### src/rtl/alu16_pkg.sv
package alu16_pkg;

  typedef enum logic [2:0] {
    OP_ROL = 3'b000,
    OP_SHL = 3'b001,
    OP_SAR = 3'b010,
    OP_SHR = 3'b011,
    OP_ADD = 3'b100,
    OP_OR  = 3'b101,
    OP_XOR = 3'b110,
    OP_AND = 3'b111
  } aluOp_e;

  typedef enum logic [1:0] {
    SH_ROL = 2'b00,
    SH_SHL = 2'b01,
    SH_SAR = 2'b10,
    SH_SHR = 2'b11
  } shMode_e;

  typedef enum logic [1:0] {
    RES_SHIFT = 2'b00,
    RES_SUM   = 2'b01,
    RES_LOGIC = 2'b10
  } resSel_e;

  typedef enum logic [1:0] {
    LG_OR  = 2'b00,
    LG_XOR = 2'b01,
    LG_AND = 2'b10
  } lgOp_e;

  // Strobes from the decoder to the datapath
  typedef struct packed {
    resSel_e resSel;
    shMode_e shMode;
    lgOp_e   lgOp;
    logic    ovfEn;
  } aluStrobes_t;

endpackage

### src/rtl/alu16_ctrl.sv
module alu16_ctrl
  import alu16_pkg::*;
(
  input  logic [2:0]  opSel,
  output aluStrobes_t strobes
);

  always_comb begin
    strobes = '{resSel: RES_SHIFT, shMode: SH_ROL, lgOp: LG_OR, ovfEn: 1'b0};
    unique case (aluOp_e'(opSel))
      OP_ROL: strobes.shMode = SH_ROL;
      OP_SHL: strobes.shMode = SH_SHL;
      OP_SAR: strobes.shMode = SH_SAR;
      OP_SHR: strobes.shMode = SH_SHR;
      OP_ADD: begin
        strobes.resSel = RES_SUM;
        strobes.ovfEn  = 1'b1;
      end
      OP_OR: begin
        strobes.resSel = RES_LOGIC;
        strobes.lgOp   = LG_OR;
      end
      OP_XOR: begin
        strobes.resSel = RES_LOGIC;
        strobes.lgOp   = LG_XOR;
      end
      OP_AND: begin
        strobes.resSel = RES_LOGIC;
        strobes.lgOp   = LG_AND;
      end
      default: ;
    endcase
  end

endmodule

### src/rtl/alu16_shifter.sv
module alu16_shifter
  import alu16_pkg::*;
#(
  parameter int WIDTH = 16,
  localparam int AMT_W = $clog2(WIDTH)
) (
  input  logic [WIDTH-1:0] din,
  input  logic [AMT_W-1:0] amt,
  input  shMode_e          mode,
  output logic [WIDTH-1:0] dout
);

  logic goLeft, isRol, isSar;
  logic [AMT_W:0][WIDTH-1:0] stg;

  assign goLeft = (mode == SH_ROL) || (mode == SH_SHL);
  assign isRol  = (mode == SH_ROL);
  assign isSar  = (mode == SH_SAR);
  assign stg[0] = din;

  // One mux rank per distance bit; stage k moves by 2**k
  for (genvar k = 0; k < AMT_W; k++) begin : g_stage
    localparam int D = 1 << k;
    for (genvar i = 0; i < WIDTH; i++) begin : g_bit
      logic lft, rgt;
      if (i >= D) begin : g_lin
        assign lft = stg[k][i-D];
      end else begin : g_lwrap
        assign lft = isRol & stg[k][WIDTH-D+i];
      end
      if (i + D < WIDTH) begin : g_rin
        assign rgt = stg[k][i+D];
      end else begin : g_rfill
        assign rgt = isSar & stg[k][WIDTH-1];
      end
      assign stg[k+1][i] = amt[k] ? (goLeft ? lft : rgt) : stg[k][i];
    end
  end

  assign dout = stg[AMT_W];

endmodule

### src/rtl/alu16_cla_group.sv
module alu16_cla_group #(
  parameter int GW = 4
) (
  input  logic [GW-1:0] a,
  input  logic [GW-1:0] b,
  input  logic          cin,
  output logic [GW-1:0] sum,
  output logic          grpGen,
  output logic          grpProp
);

  logic [GW-1:0] gen, prop;
  logic [GW:0]   carry;

  assign gen  = a & b;
  assign prop = a ^ b;

  // Each carry is expanded from the group inputs and cin
  always_comb begin
    for (int i = 0; i <= GW; i++) begin
      logic c;
      c = 1'b0;
      for (int j = 0; j < i; j++) begin
        logic term;
        term = gen[j];
        for (int m = j + 1; m < i; m++) term = term & prop[m];
        c = c | term;
      end
      begin
        logic pAll;
        pAll = 1'b1;
        for (int m = 0; m < i; m++) pAll = pAll & prop[m];
        c = c | (pAll & cin);
      end
      carry[i] = c;
    end
  end

  assign sum = prop ^ carry[GW-1:0];

  always_comb begin
    grpGen  = 1'b0;
    grpProp = 1'b1;
    for (int j = 0; j < GW; j++) begin
      grpGen  = gen[j] | (prop[j] & grpGen);
      grpProp = grpProp & prop[j];
    end
  end

endmodule

### src/rtl/alu16_adder.sv
module alu16_adder #(
  parameter int WIDTH = 16,
  parameter int GW    = 4,
  localparam int NG   = WIDTH / GW
) (
  input  logic [WIDTH-1:0] a,
  input  logic [WIDTH-1:0] b,
  input  logic             cin,
  output logic [WIDTH-1:0] sum,
  output logic             cout
);

  logic [NG-1:0] gG, gP;
  logic [NG:0]   gC;

  for (genvar g = 0; g < NG; g++) begin : g_grp
    alu16_cla_group #(.GW(GW)) i_grp (
      .a      (a[g*GW +: GW]),
      .b      (b[g*GW +: GW]),
      .cin    (gC[g]),
      .sum    (sum[g*GW +: GW]),
      .grpGen (gG[g]),
      .grpProp(gP[g])
    );
  end

  // Second-level lookahead across groups
  always_comb begin
    gC[0] = cin;
    for (int g = 0; g < NG; g++) begin
      logic c;
      logic pAll;
      c = 1'b0;
      for (int j = 0; j <= g; j++) begin
        logic term;
        term = gG[j];
        for (int m = j + 1; m <= g; m++) term = term & gP[m];
        c = c | term;
      end
      pAll = 1'b1;
      for (int m = 0; m <= g; m++) pAll = pAll & gP[m];
      gC[g+1] = c | (pAll & cin);
    end
  end

  assign cout = gC[NG];

endmodule

### src/rtl/alu16_datapath.sv
module alu16_datapath
  import alu16_pkg::*;
#(
  parameter int WIDTH = 16,
  parameter int GW    = 4,
  localparam int AMT_W = $clog2(WIDTH)
) (
  input  logic [WIDTH-1:0] opA,
  input  logic [WIDTH-1:0] opB,
  input  logic             carryIn,
  input  logic             invertA,
  input  logic             invertB,
  input  logic             signedMode,
  input  aluStrobes_t      strobes,
  output logic [WIDTH-1:0] result,
  output logic             overflow,
  output logic             isZero
);

  logic [WIDTH-1:0] aEff, bEff, shOut, sumOut, lgOut;
  logic             carryOut, sOvf;

  assign aEff = invertA ? ~opA : opA;
  assign bEff = invertB ? ~opB : opB;

  alu16_shifter #(.WIDTH(WIDTH)) i_shift (
    .din (aEff),
    .amt (bEff[AMT_W-1:0]),
    .mode(strobes.shMode),
    .dout(shOut)
  );

  alu16_adder #(.WIDTH(WIDTH), .GW(GW)) i_add (
    .a   (aEff),
    .b   (bEff),
    .cin (carryIn),
    .sum (sumOut),
    .cout(carryOut)
  );

  always_comb begin
    unique case (strobes.lgOp)
      LG_OR:   lgOut = aEff | bEff;
      LG_XOR:  lgOut = aEff ^ bEff;
      LG_AND:  lgOut = aEff & bEff;
      default: lgOut = '0;
    endcase
  end

  always_comb begin
    unique case (strobes.resSel)
      RES_SHIFT: result = shOut;
      RES_SUM:   result = sumOut;
      RES_LOGIC: result = lgOut;
      default:   result = '0;
    endcase
  end

  // Same input signs, different sum sign
  assign sOvf     = (aEff[WIDTH-1] == bEff[WIDTH-1]) && (sumOut[WIDTH-1] != aEff[WIDTH-1]);
  assign overflow = strobes.ovfEn & (signedMode ? sOvf : carryOut);
  assign isZero   = (result == '0);

endmodule

### src/rtl/alu16_top.sv
module alu16_top
  import alu16_pkg::*;
(
  input  logic [15:0] opA,
  input  logic [15:0] opB,
  input  logic        carryIn,
  input  logic [2:0]  opSel,
  input  logic        invertA,
  input  logic        invertB,
  input  logic        signedMode,
  output logic [15:0] result,
  output logic        overflow,
  output logic        isZero
);

  aluStrobes_t strobes;

  alu16_ctrl i_ctrl (
    .opSel  (opSel),
    .strobes(strobes)
  );

  alu16_datapath #(.WIDTH(16), .GW(4)) i_dp (
    .opA       (opA),
    .opB       (opB),
    .carryIn   (carryIn),
    .invertA   (invertA),
    .invertB   (invertB),
    .signedMode(signedMode),
    .strobes   (strobes),
    .result    (result),
    .overflow  (overflow),
    .isZero    (isZero)
  );

endmodule

### config.mk
export PLATFORM = sky130hd
export DESIGN_NAME = alu16_top
export DESIGN_NICKNAME = d
export VERILOG_FILES = /design/src/rtl/alu16_pkg.sv /design/src/rtl/alu16_ctrl.sv /design/src/rtl/alu16_shifter.sv /design/src/rtl/alu16_cla_group.sv /design/src/rtl/alu16_adder.sv /design/src/rtl/alu16_datapath.sv /design/src/rtl/alu16_top.sv
export SDC_FILE = /design/constraint.sdc
export NUM_CORES = 1
export LEC_CHECK = 0
export BUFFER_PORTS_ARGS = -buffer_cell sky130_fd_sc_hd__buf_2
export CAP_MARGIN = 20
export CORE_MARGIN = 10
export CORE_UTILIZATION = 44
export DETAILED_ROUTE_END_ITERATION = 8
export PLACE_DENSITY = 0.73
export SYNTH_ARGS = -nofsm -noshare
export SYNTH_HDL_FRONTEND = slang
export SYNTH_SLANG_ARGS = --single-unit
### constraint.sdc
create_clock -name vclk -period 12.2
set_input_delay 2.44 -clock vclk [all_inputs]
set_output_delay 2.44 -clock vclk [all_outputs]
set_load 0.1 [all_outputs]
== Word-level counts from Yosys, hierarchy flattened ==
Cells that the tools add are included.

* Output and inout bits: 18
* Bits of input ports: 39
* Word-level logic and storage cells: 295
* Flip-flop bits (word level): 0

* Equality and inequality tests: 15
* Bitwise gates (word level): 136
* Reductions and logical operators: 7
* Multiplexer cells: 137

{| class="wikitable"
|+ Operator list
! operator !! number
|-
| $mux 1 || 130
|-
| $pmux 16 s3 || 2
|-
| $and 1x1->1 || 77
|-
| $or 1x1->1 || 42
|-
| $mux 16 || 2
|-
| $not 16->16 || 2
|-
| $xor 4x4->4 || 8
|-
| $and 16x16->16 || 1
|-
| $and 4x4->4 || 4
|-
| $logic_not 16->1 || 1
|-
| $or 16x16->16 || 1
|-
| $xor 16x16->16 || 1
|-
| $eq 3x3->1 const B || 4
|-
| $pmux 2 s2 || 2
|-
| $eq 2x1->1 const B || 3
|-
| $eq 2x2->1 const B || 3
|-
| $eq 3x2->1 const B || 2
|-
| $logic_not 2->1 || 3
|-
| $pmux 2 s3 || 1
|-
| $eq 3x1->1 const B || 1
|-
| $reduce_or 3->1 || 1
|-
| $eq 1x1->1 || 1
|-
| $logic_and 1x1->1 || 1
|-
| $logic_or 1x1->1 || 1
|-
| $ne 1x1->1 || 1
|}

== Longest topological paths before layout ==
* Depth after elaboration: 21
* Gate-level depth with buffers: 21
* Gate-level depth less buffers: 18

== Cells and area by module ==
From an unflattened synthesis, not the netlist that was laid out.

* Cells, all modules: 471
* Area, all modules: 3577.2 sq um

{| class="wikitable"
|+ By module, submodules not included
! module !! area an instance (sq um) !! cells an instance !! times used !! seq. area each (sq um)
|-
| alu16_shifter || 1627.8 || 242 || 1 || 0.0
|-
| alu16_datapath || 1167.4 || 129 || 1 || 0.0
|-
| alu16_cla_group || 171.4 || 22 || 4 || 0.0
|-
| alu16_ctrl || 57.6 || 7 || 1 || 0.0
|-
| alu16_adder || 38.8 || 5 || 1 || 0.0
|}

== Worst setup path before layout ==
No wires, ideal clock.

* Path kind: input to output
* From: input port invertB
* To: output port isZero
* Stages on the path: 17
* Required time: 9.760 ns
* Arrival time: 9.523 ns
* Buffers on the path: 4
* Path slack: 0.237 ns
* Cell sequence: buf_6 xor2_1 clkbuf_1 buf_2 buf_1 ha_1 o21ai_0 o21bai_1 a211o_1 fa_1 o31ai_1 a21oi_1 o21ai_0 o311ai_0 or4_1 or4_1 nor4_2

* Elaborated cells between the ends (all ways): 233
* Those cells by class: mux: 115; bitwise: 117; reduce/logical: 1

{| class="wikitable"
|+ RTL lines
! what !! line !! source
|-
| from (decl) || alu16_top.sv:9 || <nowiki>input logic invertB,</nowiki>
|-
| $mux 16 (*) || alu16_datapath.sv:24 || <nowiki>assign bEff = invertB ? ~opB : opB;</nowiki>
|-
| $and 4x4->4 or $xor 4x4->4 (tied branches) || alu16_cla_group.sv:15, alu16_cla_group.sv:16 ||
|-
| $and 1x1->1 || alu16_cla_group.sv:45 || <nowiki>grpGen = gen[j] | (prop[j] & grpGen);</nowiki>
|-
| $or 1x1->1 || alu16_cla_group.sv:45 ||
|-
| $and 1x1->1 || alu16_cla_group.sv:45 ||
|-
| $or 1x1->1 || alu16_cla_group.sv:45 ||
|-
| $and 1x1->1 || alu16_cla_group.sv:45 ||
|-
| $or 1x1->1 || alu16_cla_group.sv:45 ||
|-
| $and 1x1->1 || alu16_adder.sv:37 || <nowiki>for (int m = j + 1; m <= g; m++) term = term & gP[m];</nowiki>
|-
| $or 1x1->1 || alu16_adder.sv:38 || <nowiki>c = c | term;</nowiki>
|-
| $or 1x1->1 || alu16_adder.sv:42 || <nowiki>gC[g+1] = c | (pAll & cin);</nowiki>
|-
| $and 1x1->1 || alu16_cla_group.sv:33 || <nowiki>c = c | (pAll & cin);</nowiki>
|-
| $or 1x1->1 || alu16_cla_group.sv:33 ||
|-
| $xor 4x4->4 || alu16_cla_group.sv:39 || <nowiki>assign sum = prop ^ carry[GW-1:0];</nowiki>
|-
| $pmux 16 s3 (*) || alu16_datapath.sv:51 || <nowiki>unique case (strobes.resSel)</nowiki>
|-
| net result[9] || alu16_top.sv:11 || <nowiki>output logic [15:0] result,</nowiki>
|-
| $logic_not 16->1 (*) || alu16_datapath.sv:62 || <nowiki>assign isZero = (result == '0);</nowiki>
|-
| to (decl) || alu16_top.sv:13 || <nowiki>output logic isZero</nowiki>
|}

The timed path passes the listed nets; every way through them passes the cells marked *.

== Worst setup path after layout ==
* From: input port invertB
* To: output port isZero

* Cells in the longest elaborated chain, start to end: 18
* Elaborated cells between the ends (all ways): 233
* Those cells by class: mux: 115; bitwise: 117; reduce/logical: 1

{| class="wikitable"
|+ RTL lines
! what !! line
|-
| $mux 16 (*) || alu16_datapath.sv:24
|-
| $and 4x4->4 or $xor 4x4->4 (tied branches) || alu16_cla_group.sv:15, alu16_cla_group.sv:16
|-
| $and 1x1->1 || alu16_cla_group.sv:26, alu16_cla_group.sv:45
|-
| $or 1x1->1 || alu16_cla_group.sv:27, alu16_cla_group.sv:45
|-
| $and 1x1->1 || alu16_cla_group.sv:45
|-
| $or 1x1->1 || alu16_cla_group.sv:45
|-
| $and 1x1->1 || alu16_cla_group.sv:45
|-
| $or 1x1->1 || alu16_cla_group.sv:45
|-
| $and 1x1->1 (2 in series) || alu16_adder.sv:37
|-
| $or 1x1->1 (2 in series) || alu16_adder.sv:38
|-
| $or 1x1->1 || alu16_adder.sv:42
|-
| $and 1x1->1 || alu16_cla_group.sv:33
|-
| $or 1x1->1 || alu16_cla_group.sv:33
|-
| $xor 4x4->4 || alu16_cla_group.sv:39
|-
| $pmux 16 s3 (*) || alu16_datapath.sv:51
|-
| $logic_not 16->1 (*) || alu16_datapath.sv:62
|}

Every way passes the cells marked *; elsewhere a longest branch is shown, timed or not.

==> impl_results.md <==
* Status: complete, no violations
* Post-CTS sizing at 0
* Setup violators final at 0
* Worst Hold End: overflow
* Min-delay src: signedMode
* Layout cells sized above 1 at 0.156
* Wire length per cell at 21.4 um
* Crit path kind: in -> out
* Remaining DRCs at 0
* FF/Latch Area at 0 um^2
* Final WL at 14,300 um
* Nets at 640
* DR pass1 iterations at 5
* # IOs at 57
* FFs & Latches at 0
* Unrepaired setup endpoints after global routing: no
* Initial antenna violation count at 0
* Number of hold buffers added after cts at 0
* Number of global-route vias before repair at roughly 4,300
* DIE WIDTH at 112 um
* Peak supply drop at ~0.000061 V
* First-pass GRT wire length at between 20,000 and 25,000 um
* Via density at roughly 6.6
* Area of the multi-input gates at 3350 um^2
* Syn_nets at between 600 and 700
* Number of hold violations in the final report at 0
* Port Buffer Count at 57
* XOR/XNOR Fraction of Synth Area at 0.102
* Worst setup SP type: input pin
* Seq/Total Area, Yosys at 0
* GR Overflow Total at 0
* Number of max-cap violations at 0
* Initial DRC Count at approximately 470
* Crit. End Element: primary output
* Yosys cell types at 70
* Critical Path RT at 9.76 ns
* Non-filler instance count after layout at 668
* FILL cells at just under 900
* Worst hold stages at 4
* Full die area at around 13,000 um^2
* Placed Instances at roughly 670
* Site row count at 33
* Worst hold path type: in -> out
* Placer congestion estimate at between 1 and 1.5
* Minimum hold slack at ~5.6 ns
* Critical-path top delay cell: or4_1
* CP Cell Sequence: buf_2 -> buf_4 -> xor2_2 -> buf_4 -> inv_1 -> ha_1 -> o21ai_0 -> o21bai_1 -> a211o_1 -> o211ai_1 -> a21boi_0 -> or2_2 -> fa_1 -> o31ai_1 -> a21oi_1 -> o21ai_0 -> o211ai_1 -> or4_1 -> or4_1 -> nor4_2 -> buf_2
* Arr. time, crit path at approximately 8.3 ns
* Syn Std Cell Area at ~3800 um^2
* Synth Area per Inst at between 6 and 7 um^2
* Synth Area in Adders at 0.128
* Max Fclk at roughly 0.093 GHz
* Die height at around 110 um
* Antenna Nets Post-Route at 0
* Clkbuf count at 0
* Area Growth Syn to Fin at 5.60%
* Setup bufs post-CTS at 0
* Largest family of logic cells by synthesized area: compound AO/OA/AOI/OAI gates
* Hpwl dp at 11,100 um
* PwrDens at between 90 and 100 nW/um^2
* Post-synthesis cell count at 543
* CP max stage delay at approximately 0.54 ns
* Pin count of the biggest net entering global routing at 44
* Core area at 8260 um^2
* Starting Density at 0.454
* Final worst slack at between 1 and 1.5 ns
* Setup WS pre-CTS at around 1.5 ns
* Worst-Margin Slew at 0.908 ns
* Setup TNS at 0 ns
* Fin crit share at 0.883
* Via count at between 4,000 and 5,000
* Antenna Cells at 0
* Post-synthesis compound-gate area fraction at 0.340
* Tmin final at about 11 ns
* Multiplexer share of the synthesized area at 0.107
* Tot GR Track Use at 0.210
* Simple-gate share of the synthesized area at 0.213
* Synth warn at 0
* Critical Path Fanout Max at 29
* Slew Viols, Final at 0
* Max_slew headroom at 0.394
* Leakage at between 1.5 and 2 nW
-- power by group --
part           total, mW  switching [mW]  leakage (nW)  internal [mW]
Combinational      0.389           0.278          1.76          0.111
Sequential             0               0             0              0
Clock                  0               0             0              0
Total              0.389           0.278          1.76          0.111
-- cells in the mapped netlist, types with 5 or more instances --
cell type	number	share of area
nand2_1	66	0.066
inv_1	36	0.036
a21oi_1	35	0.047
ha_1	32	0.11
nor2_1	32	0.032
mux2i_1	30	0.080
o21ai_0	26	0.035
xor2_1	26	0.061
o211ai_1	16	0.032
o22ai_1	15	0.025
buf_2	14	0.019
nor3_1	14	0.019
a31oi_1	13	0.022
clkbuf_1	11	0.011
a21o_1	9	0.018
buf_6	9	0.027
o31ai_1	9	0.018
o221ai_1	8	0.019
a211oi_1	7	0.014
nand2b_1	7	0.012
nand3_1	7	0.0093
xnor2_1	7	0.016
a22oi_1	6	0.012
o2111ai_1	6	0.014
and2_1	5	0.0083
buf_1	5	0.0050
nor2b_1	5	0.0083
nor3b_1	5	0.010
o21ai_1	5	0.0067
-- critical path: cells and delay by family --
kind	cells	cell delay, ns
AO/OA/AOI/OAI	9	1.87
XOR/XNOR	1	0.16
adder cells (fa/ha/maj)	2	0.82
buffers and inverters	5	1.53
AND/OR/NAND/NOR	4	1.49
-- layout by cell type, fill, tap and decap left out, types with 3 or more instances in the layout --
master,Yosys,layout
or2_2,4,4
nand4b_1,4,4
o21ai_1,5,5
a221oi_1,4,4
a32oi_1,3,3
or4_1,4,4
a21o_1,9,9
nor2_1,32,32
nand3_1,7,7
mux4_2,4,4
buf_2,14,57
xor2_1,26,25
and2_1,5,5
ha_1,32,32
o31ai_1,9,9
nor3_1,14,14
inv_1,36,36
a31oi_1,13,13
clkinv_1,3,3
nand2b_1,7,7
o21ai_0,26,26
xnor2_1,7,7
a22oi_1,6,6
o2111ai_1,6,6
buf_4,4,6
nor2b_1,5,4
nand2_1,66,66
xnor2_2,3,3
fa_1,4,4
o211ai_1,16,16
a21oi_1,35,35
a2bb2oi_1,3,3
mux2i_1,30,30
a211oi_1,7,7
o22ai_1,15,15
nor3b_1,5,5
o221ai_1,8,8
-- metal layers --
| layer | vias to the layer above | wire length, um | global-route usage |
|---|---|---|---|
| met1 | 2075 | 5840 | 0.260 |
| met4 | 0 | 490 | 0.0711 |
| met5 | - | 0 | 0 |
| met3 | 33 | 1090 | 0.0277 |
| met2 | 254 | 6880 | 0.365 |
| li1 | 2062 | - | - |
-- logic make-up (layout without fill, tap and decap cells) --
family,Yosys count,in the layout
AO/OA/AOI/OAI,187,187
buffers and inverters,83,103
AND/OR/NAND/NOR,164,164
adder cells (fa/ha/maj),36,36
multiplexers,35,35
XOR/XNOR,38,38
-- final cells by class --
| class | count | area share |
|---|---|---|
| multi-input combinational | 460 | 0.845 |
| timing repair buffer | 63 | 0.0834 |
| tap | 105 | 0.0332 |
| inverter | 40 | 0.0385 |
-- how the worst max path moves through the flow --
stage / start / endpoint / slack, ns / cells after the start
3_3_place_gp: invertB / isZero / 1.71 / 21
3_5_place_dp: invertB / isZero / 1.52 / 21
6_report: invertB / isZero / 1.42 / 21
2_1_floorplan: invertB / isZero / 0.24 / 17
5_1_grt: invertB / isZero / 1.05 / 21
4_1_cts: invertB / isZero / 1.50 / 21
-- stage by stage --
stage	utilization	total power, mW	instance area (um^2)
2_1_floorplan	-	0.301	3750
6_report	0.480	0.389	3960
4_1_cts	0.480	0.382	3960
5_1_grt	0.480	0.415	3960
3_3_place_gp	0.480	0.375	3960
3_5_place_dp	0.480	0.381	3960
Power figures use the tool's default switching activity.
